[src/rtl/dr_pkg.sv]
// Package: shared types of the dual-rail channel.
// Assumes: nothing beyond IEEE 1800-2017.
package dr_pkg;

    // Sender phase within one four-phase transfer.
    typedef enum logic [1:0] {
        TX_IDLE = 2'd0,   // spacer on bus, waiting for a word
        TX_DATA = 2'd1,   // codeword on bus, waiting for ack high
        TX_RTZ  = 2'd2    // spacer on bus, waiting for ack low
    } tx_state_e;

endpackage

[src/rtl/dr_tx.sv]
// Module: dr_tx
// Converts a single-rail word to dual-rail pairs and sequences the four
// phases. Spacer to codeword and codeword to spacer each happen in one
// clock edge, so no pair ever passes through 11.
// Assumes: tx_ack is synchronous to clk; tx_ack is low whenever idle.
module dr_tx
    import dr_pkg::*;
#(
    parameter int WIDTH = 8
) (
    input  logic             clk,
    input  logic             rst_n,
    input  logic             in_valid,
    input  logic [WIDTH-1:0] in_data,
    output logic             in_ready,
    output logic [WIDTH-1:0] rail_t,
    output logic [WIDTH-1:0] rail_f,
    input  logic             tx_ack
);

    tx_state_e state_q;

    // Ready only between transfers, after the previous ack has fallen.
    assign in_ready = (state_q == TX_IDLE) && !tx_ack;

    // Phase sequencer and rail registers.
    always_ff @(posedge clk) begin
        if (!rst_n) begin
            state_q <= TX_IDLE;
            rail_t  <= '0;
            rail_f  <= '0;
        end else begin
            case (state_q)
                TX_IDLE: begin
                    if (in_valid && in_ready) begin
                        rail_t  <= in_data;
                        rail_f  <= ~in_data;
                        state_q <= TX_DATA;
                    end
                end
                TX_DATA: begin
                    if (tx_ack) begin
                        rail_t  <= '0;
                        rail_f  <= '0;
                        state_q <= TX_RTZ;
                    end
                end
                TX_RTZ: begin
                    if (!tx_ack) begin
                        state_q <= TX_IDLE;
                    end
                end
                default: state_q <= TX_IDLE;
            endcase
        end
    end

    // Accepted word appears as a full codeword after the accept edge.
    assert_codeword_after_accept_R2: assert property (@(posedge clk) disable iff (!rst_n)
        (in_valid && in_ready) |=> ((rail_t ^ rail_f) == {WIDTH{1'b1}}));

    // Codeword held steady while waiting for the acknowledge.
    assert_hold_codeword_R3: assert property (@(posedge clk) disable iff (!rst_n)
        (state_q == TX_DATA && !tx_ack) |=> ($stable(rail_t) && $stable(rail_f)));

    // Acknowledge seen high returns every pair to spacer.
    assert_spacer_after_ack_R3: assert property (@(posedge clk) disable iff (!rst_n)
        (state_q == TX_DATA && tx_ack) |=> (rail_t == '0 && rail_f == '0));

    // No pair is ever driven to the illegal 11 code.
    assert_no_illegal_pair_R1: assert property (@(posedge clk) disable iff (!rst_n)
        (rail_t & rail_f) == '0);

endmodule

[src/rtl/dr_rx.sv]
// Module: dr_rx
// Per-pair decode with completion, empty and illegal detection, and the
// acknowledge that closes each half of the handshake.
// Assumes: rail inputs are synchronous to clk.
module dr_rx #(
    parameter int WIDTH = 8
) (
    input  logic             clk,
    input  logic             rst_n,
    input  logic [WIDTH-1:0] rail_t,
    input  logic [WIDTH-1:0] rail_f,
    output logic             ack,
    output logic             out_valid,
    output logic [WIDTH-1:0] out_data,
    output logic             proto_err
);

    logic [WIDTH-1:0] pair_valid;
    logic [WIDTH-1:0] pair_empty;
    logic [WIDTH-1:0] pair_bad;

    // One small classifier per bit pair.
    for (genvar i = 0; i < WIDTH; i++) begin : g_pair
        assign pair_valid[i] = rail_t[i] ^ rail_f[i];
        assign pair_empty[i] = ~(rail_t[i] | rail_f[i]);
        assign pair_bad[i]   = rail_t[i] & rail_f[i];
    end

    logic all_valid;
    logic all_empty;
    logic any_bad;

    assign all_valid = &pair_valid;
    assign all_empty = &pair_empty;
    assign any_bad   = |pair_bad;

    // Acknowledge, decoded word and error flag.
    always_ff @(posedge clk) begin
        if (!rst_n) begin
            ack       <= 1'b0;
            out_valid <= 1'b0;
            out_data  <= '0;
            proto_err <= 1'b0;
        end else begin
            out_valid <= 1'b0;
            proto_err <= any_bad;
            if (!ack && all_valid) begin
                ack       <= 1'b1;
                out_valid <= 1'b1;
                out_data  <= rail_t;
            end else if (ack && all_empty) begin
                ack <= 1'b0;
            end
        end
    end

    // Ack rises only on a complete word.
    assert_ack_rise_complete_R4: assert property (@(posedge clk) disable iff (!rst_n)
        $rose(ack) |-> $past(all_valid));

    // Ack falls only after a full return to spacer.
    assert_ack_fall_empty_R5: assert property (@(posedge clk) disable iff (!rst_n)
        $fell(ack) |-> $past(all_empty));

    // An illegal pair is reported in the next cycle.
    assert_flag_illegal_R6: assert property (@(posedge clk) disable iff (!rst_n)
        any_bad |=> proto_err);

    // Output word pulse coincides with the rising acknowledge.
    assert_valid_with_ack_R4: assert property (@(posedge clk) disable iff (!rst_n)
        out_valid |-> (ack && $rose(ack)));

endmodule

[src/rtl/dr_activity.sv]
// Module: dr_activity
// Counts wire toggles on the observed dual-rail bus as an activity
// estimate. Saturates at all ones; synchronous clear wins over counting.
// Assumes: the wires are synchronous to clk; reset value of wires is 0.
module dr_activity #(
    parameter int WIRES = 16,
    parameter int CNT_W = 32
) (
    input  logic             clk,
    input  logic             rst_n,
    input  logic             clr,
    input  logic [WIRES-1:0] wires,
    output logic [CNT_W-1:0] count
);

    localparam int DW = $clog2(WIRES + 1);
    localparam logic [CNT_W-1:0] CNT_MAX = {CNT_W{1'b1}};

    logic [WIRES-1:0] prev_q;
    logic [WIRES-1:0] diff;
    logic [DW-1:0]    delta;
    logic [CNT_W:0]   sum;

    assign diff = wires ^ prev_q;

    // Population count of the toggled wires.
    always_comb begin
        delta = '0;
        for (int i = 0; i < WIRES; i++) begin
            delta = delta + DW'(diff[i]);
        end
    end

    assign sum = {1'b0, count} + (CNT_W + 1)'(delta);

    // Previous-wire register and saturating accumulator.
    always_ff @(posedge clk) begin
        if (!rst_n) begin
            prev_q <= '0;
            count  <= '0;
        end else begin
            prev_q <= wires;
            if (clr) begin
                count <= '0;
            end else if (sum[CNT_W]) begin
                count <= CNT_MAX;
            end else begin
                count <= sum[CNT_W-1:0];
            end
        end
    end

    // Saturated count never wraps.
    assert_sat_hold_R8: assert property (@(posedge clk) disable iff (!rst_n)
        (count == CNT_MAX && !clr) |=> (count == CNT_MAX));

    // Clear takes effect on the next edge.
    assert_clear_R9: assert property (@(posedge clk) disable iff (!rst_n)
        clr |=> (count == '0));

    // Count is monotonic between clears.
    assert_monotonic_R7: assert property (@(posedge clk) disable iff (!rst_n)
        !clr |=> (count >= $past(count)));

endmodule

[src/rtl/dr_channel_top.sv]
// Module: dr_channel_top
// Sender and receiver of a dual-rail four-phase channel. The bus and the
// acknowledge leave on tx_* / rx_ack and come back on rx_* / tx_ack, so
// the surrounding level wires them and sets the return delay.
// Assumes: all pins synchronous to clk.
module dr_channel_top #(
    parameter int WIDTH = 8,
    parameter int CNT_W = 32
) (
    input  logic             clk,
    input  logic             rst_n,
    input  logic             cnt_clr,
    input  logic             in_valid,
    input  logic [WIDTH-1:0] in_data,
    output logic             in_ready,
    output logic [WIDTH-1:0] tx_t,
    output logic [WIDTH-1:0] tx_f,
    input  logic             tx_ack,
    input  logic [WIDTH-1:0] rx_t,
    input  logic [WIDTH-1:0] rx_f,
    output logic             rx_ack,
    output logic             out_valid,
    output logic [WIDTH-1:0] out_data,
    output logic             proto_err,
    output logic [CNT_W-1:0] act_count
);

    localparam int WIRES = 2 * WIDTH;

    dr_tx #(.WIDTH(WIDTH)) tx_i (
        .clk      (clk),
        .rst_n    (rst_n),
        .in_valid (in_valid),
        .in_data  (in_data),
        .in_ready (in_ready),
        .rail_t   (tx_t),
        .rail_f   (tx_f),
        .tx_ack   (tx_ack)
    );

    dr_rx #(.WIDTH(WIDTH)) rx_i (
        .clk       (clk),
        .rst_n     (rst_n),
        .rail_t    (rx_t),
        .rail_f    (rx_f),
        .ack       (rx_ack),
        .out_valid (out_valid),
        .out_data  (out_data),
        .proto_err (proto_err)
    );

    dr_activity #(.WIRES(WIRES), .CNT_W(CNT_W)) act_i (
        .clk   (clk),
        .rst_n (rst_n),
        .clr   (cnt_clr),
        .wires ({rx_t, rx_f}),
        .count (act_count)
    );

endmodule

[config.mk]
export PLATFORM = sky130hd
export DESIGN_NAME = dr_channel_top
export DESIGN_NICKNAME = d
export VERILOG_FILES = /design/src/rtl/dr_pkg.sv /design/src/rtl/dr_tx.sv /design/src/rtl/dr_rx.sv /design/src/rtl/dr_activity.sv /design/src/rtl/dr_channel_top.sv
export SDC_FILE = /design/constraint.sdc
export NUM_CORES = 1
export LEC_CHECK = 0
export ABC_AREA = 1
export ABC_CLOCK_PERIOD_IN_PS = 6700
export BUFFER_PORTS_ARGS = -buffer_cell sky130_fd_sc_hd__buf_2
export CAP_MARGIN = 20
export CELL_PAD_IN_SITES_DETAIL_PLACEMENT = 1
export CELL_PAD_IN_SITES_GLOBAL_PLACEMENT = 2
export CORE_MARGIN = 2
export CORE_UTILIZATION = 32
export CTS_BUF_LIST = sky130_fd_sc_hd__clkbuf_4 sky130_fd_sc_hd__clkbuf_8
export DETAILED_ROUTE_END_ITERATION = 10
export HOLD_SLACK_MARGIN = 0.1
export PLACE_DENSITY = 0.95
export SYNTH_ARGS = -nofsm -noshare
export SYNTH_HDL_FRONTEND = slang
export SYNTH_SLANG_ARGS = --single-unit
[constraint.sdc]
create_clock -name clk -period 6.7 [get_ports clk]
set_input_delay 1.34 -clock clk [delete_from_list [all_inputs] [get_ports clk]]
set_output_delay 1.34 -clock clk [all_outputs]
set_load 0.005 [all_outputs]
* After elaboration in Yosys (flattened, before gate mapping)
Index checks and enable logic that the tools add are counted.
** Cells by class
- $add $sub $neg :: 16
- Bitwise logic cells :: 35
- Muxes and demuxes :: 13
- Equal/unequal tests :: 5
- Reduce and logical (&&, ||, !) cells :: 15
** Operator list (number)
- $add 5x1->5 :: 14
- $add 32x5->33 :: 1
- $mux 32 :: 1
- $pmux 8 s2 :: 2
- $mux 8 :: 3
- $reduce_and 8->1 :: 2
- $xor 16x16->16 :: 1
- $not 1->1 :: 9
- $and 1x1->1 :: 8
- $not 8->8 :: 1
- $or 1x1->1 :: 8
- $reduce_or 8->1 :: 1
- $xor 1x1->1 :: 8
- $mux 2 :: 3
- $ne 2x2->1 const B :: 3
- $pmux 2 s3 :: 1
- $reduce_and 3->1 :: 2
- $logic_and 1x1->1 :: 4
- $reduce_bool 2->1 :: 2
- $mux 1 :: 3
- $add 1x1->2 :: 1
- $eq 2x1->1 const B :: 1
- $eq 2x2->1 const B :: 1
- $logic_not 1->1 :: 2
- other kinds (2) :: 2
** Storage, ports and cells
- Bits in registers :: 77
- Output and inout port bits :: 60
- Input bits :: 29

* Depth between registers and ports, before layout
- Word-level depth :: 18
- Depth in mapped cells :: 24
- Gate-level depth less buffers :: 24

* By module
A second synthesis with hierarchy kept.
** Unflattened totals
- Cell total of the unflattened synthesis :: 644
- Area, all modules :: 4616.9 µm²
** By module, submodules not included
- dr_activity :: times used 1, area each 3138.0 µm², cells each 448, sequential area each 960.9 µm²
- dr_rx :: times used 1, area each 799.5 µm², cells each 112, sequential area each 220.2 µm²
- dr_tx :: times used 1, area each 679.4 µm², cells each 84, sequential area each 360.3 µm²

* Least setup slack after synthesis
Ideal clock, no wire load.
- Kind :: input-to-reg
- Start :: input rx_f[0]
- End :: register act_i.count[23]
- Setup time :: 57 ps
- Data required time :: 6643 ps
- Stages on the path :: 20
- Buffers on the path :: 1
- Setup slack :: 541 ps
- Arrival time :: 6102 ps
- Cell sequence :: xor2_1 > ha_1 > fa_1 > fa_1 > fa_1 > inv_1 > fa_1 > fa_1 > fa_1 > fa_1 > inv_1 > nand2_1 > nand2_1 > nand3_1 > nand2_2 > nand4_4 > buf_6 > nand3_1 > nand2_1 > inv_1
** On the way
- Longest elaborated chain between the ends :: 18
** RTL lines
- start, declared :: line dr_channel_top.sv:20 : input logic [WIDTH-1:0] rx_f,
- $xor 16x16->16 :: line dr_activity.sv:24 : assign diff = wires ^ prev_q;
- $add 1x1->2 :: line dr_activity.sv:30 : delta = delta + DW'(diff[i]);
- $add 5x1->5 (14 in series) :: line dr_activity.sv:30
- $add 32x5->33 :: line dr_activity.sv:34 : assign sum = {1'b0, count} + (CNT_W + 1)'(delta);
- $mux 32 :: line dr_activity.sv:45 : end else if (sum[CNT_W]) begin
- end signal, assigned :: line dr_activity.sv:48 : count <= sum[CNT_W-1:0];
- end, declared :: line dr_activity.sv:13 : output logic [CNT_W-1:0] count
Every way passes these cells.
A chain may end at the register's enable or synchronous reset.

* Worst setup path after layout
- Start :: input rx_f[0]
- End :: register act_i.count[19]
The elaborated chain is that of the path after synthesis.

==> impl_metrics.tcl <==
set metrics [dict create \
    status "completed" \
    critPathMaxStageDelay_ps 550 \
    numCtsBuffers 9 \
    ant_nets 0 \
    viasPerCell 4.73 \
    min_path_type "reg -> reg" \
    cp_data_arrival_time_ps 6770 \
    start_util 0.326 \
    ys_ff_latch 77 \
    pwr-share-comb 0.427 \
    die_w_um 123 \
    leakagePower_uw 0.00274 \
    period_share 0.963 \
    clk_pin_slew_worst_paths_ps 90 \
    synth.distinct_cells 36 \
    relSlewSlack 0.447 \
    postSynthCellCount 632 \
    setup_viol_count_final 0 \
    sw_frac_of_total 0.389 \
    cts_hold_buf 0 \
    timing.rr.start "act_i.prev_q[0]" \
    min_period_ps 6450 \
    cts_root_buffer "clkbuf_8" \
    synth_most_common_cell "nand2_1" \
    yosysSeqAreaShare 0.343 \
    clkPwrFrac 0.240 \
    crit_type "in -> reg" \
    hold_start "tx_i.rail_t[7]" \
    fp-row-count 43 \
    crit_chain "buf_2 > xor2_1 > ha_1 > fa_1 > fa_1 > fa_1 > inv_1 > fa_1 > fa_1 > fa_1 > o21ai_0 > ha_1 > nand2_1 > nor2_1 > nand3_1 > nand2_2 > nand4_2 > nand3_1 > nand2_1 > inv_1" \
    dp.cells 892 \
    grt_overflow 0 \
    hold_viol 0 \
    vdd_drop_max_mv 0.155 \
    wl_per_cell_um 14.3 \
    cpMostUsedCell "fa_1" \
    clock.fmax_ghz 0.155 \
    cts_setup_buffers 0 \
    antenna_found_initial 0 \
    slowest_stage "fa_1" \
    final_area_um2 5310 \
    drive_gt1_frac 0.177 \
    cts.sinks 77 \
    power.switching_uw 576 \
    grt_pass1_wl_um 21700 \
    crit_required_ps 7020 \
    syn_to_final_growth_pct 18.2 \
    routed_wl_um 13000 \
    cts_tree "yes" \
    place_hpwl_um 10300 \
    pre_cts_slack_ps -114 \
    core_um2 13800 \
    slew_violations 0 \
    critPathMaxFanout 9 \
    grtUsageTotal 0.183 \
    synthArstFlopShare 0 \
    port_buffers 88 \
    grt_pass1_vias 4598 \
    n_antenna_cell 0 \
    max-cap-violations 0 \
    grt_max_degree 28 \
    power.internal_uw 902 \
    drc 0 \
    layout.nets 789 \
    cp-end-kind "flip-flop" \
    gp_congestion 0.860 \
    stdcell_count 908 \
    drt_iter0_drc 188 \
    yosysTopAreaCellShare 0.343 \
    synth_area_leader_cell "dfxtp_1" \
    num_io_pins 89 \
    rsz0062_at_grt "no" \
    r2r_slack_ps 1010 \
    drt_pass1_iterations 4 \
    skew_ps 12.1 \
    clock_latency_ps 380 \
    die-area_um2 15000 \
    synth_edf_count 0 \
    cp-start-kind "input port" \
    syn_area_um2 4490 \
    synthTopCellsByArea "dfxtp_1, nand2_1, inv_1, ha_1, nor2_1" \
    dieHeight_um 123 \
    timing.final.ws_setup_ps 251 \
    tightest_slew_ps 829 \
    synth_nets 698 \
    yosysWarnings 0 \
    routed-via-count 4294 \
    ctsResizeCount 0 \
    startpoint "rx_f[0]" \
    synth_top_cells_by_count "nand2_1, inv_1, dfxtp_1, nor2_1, nand3_1" \
    ctsLongestPathBuffers 2 \
    cellPowerDensity_nw_per_um2 278 \
    p_seq_frac 0.333 \
    cts-htree-levels 3 \
    place_area_um2 5120 \
    avgSynthCellArea_um2 7.11 \
    synth_ff_type "dfxtp_1" \
]
-- path summary, 6_finish.rpt --
path | cells past startpoint | to
hold reg to reg | 2 | tx_i.rail_t[7]
setup reg to reg | 19 | act_i.count[19]
hold / removal | 2 | tx_i.rail_t[7]
setup / recovery | 20 | act_i.count[19]
-- layout by cell type (no fill, tap or decap), types with 2 or more instances in the layout --
master and count:
clkinv_4 3, o21ai_0 5, buf_4 3, inv_8 2, nor2_2 5, ha_1 26, nand2_2 4, clkbuf_8 10
xor2_1 14, inv_1 107, or2_0 6, nand3b_1 9, xnor2_1 13, a21oi_2 5, nor2_1 60, fa_1 11
or2_1 2, nor4_1 2, nand3_1 36, nand2_1 184, nand4_1 13, buf_2 88, a21oi_1 29, dfxtp_1 77
-- critical path: cells and delay by family --
| kind | cells | cell delay (ps) |
|---|---|---|
| adders and majority gates | 8 | 3580 |
| buffers and inverters | 3 | 260 |
| xor gates and xnor gates | 1 | 140 |
| AOI/OAI and AO/OA | 1 | 310 |
| and+or+nand+nor | 7 | 1130 |
-- per-layer routing --
metal | wire (um) | track usage
met1 | 5730 | 0.214
met3 | 610 | 0.0511
met2 | 6480 | 0.325
met5 | 0 | 0
met4 | 195 | 0.0553
-- final cells by class --
type | count | area [um^2]
Multi-Input combinational cell | 436 | 2480
Clock buffer | 10 | 138
Timing Repair Buffer | 91 | 463
Tap cell | 180 | 225
Inverter | 108 | 408
Sequential cell | 77 | 1540
Fill cell | 1814 | 8460
Clock inverter | 6 | 56.3
-- cells by family after synthesis --
group	count (synthesis)	synth area share
flip-flops	77	0.343
AO/OA/AOI/OAI	43	0.0543
AND/OR/NAND/NOR	329	0.323
XOR/XNOR	27	0.0526
adder cells (fa/ha/maj)	37	0.121
buffers and inverters	119	0.105
-- stage by stage --
step | TNS (ps) | utilization | total power [uW] | hold slack (ps)
floorplan | 0 | - | 971 | 428
global placement | 0 | 0.372 | 1110 | 439
detailed placement | -1040 | 0.372 | 1150 | 455
CTS | 0 | 0.386 | 1510 | 470
global route | 0 | 0.386 | 1620 | 490
finish | 0 | 0.386 | 1480 | 465
-- power groups by stage --
stage                     logic (uW)  registers (uW)  clock network [uW]
after floorplan                  469             503                   0
final                            631             492                 355
after detailed placement         642             503                   0
after global placement           603             502                   0
after global routing             737             495                 387
after CTS                        645             493                 373
-- flip-flops by register name, summed over array words and instances (netlist names) --
register,cells
tx_i.rail_f,8
rx_i.ack,1
rx_i.out_data,8
act_i.prev_q,16
rx_i.proto_err,1
rx_i.out_valid,1
act_i.count,32
tx_i.rail_t,8
tx_i.state_q,2
Power figures use the tool's default switching activity.
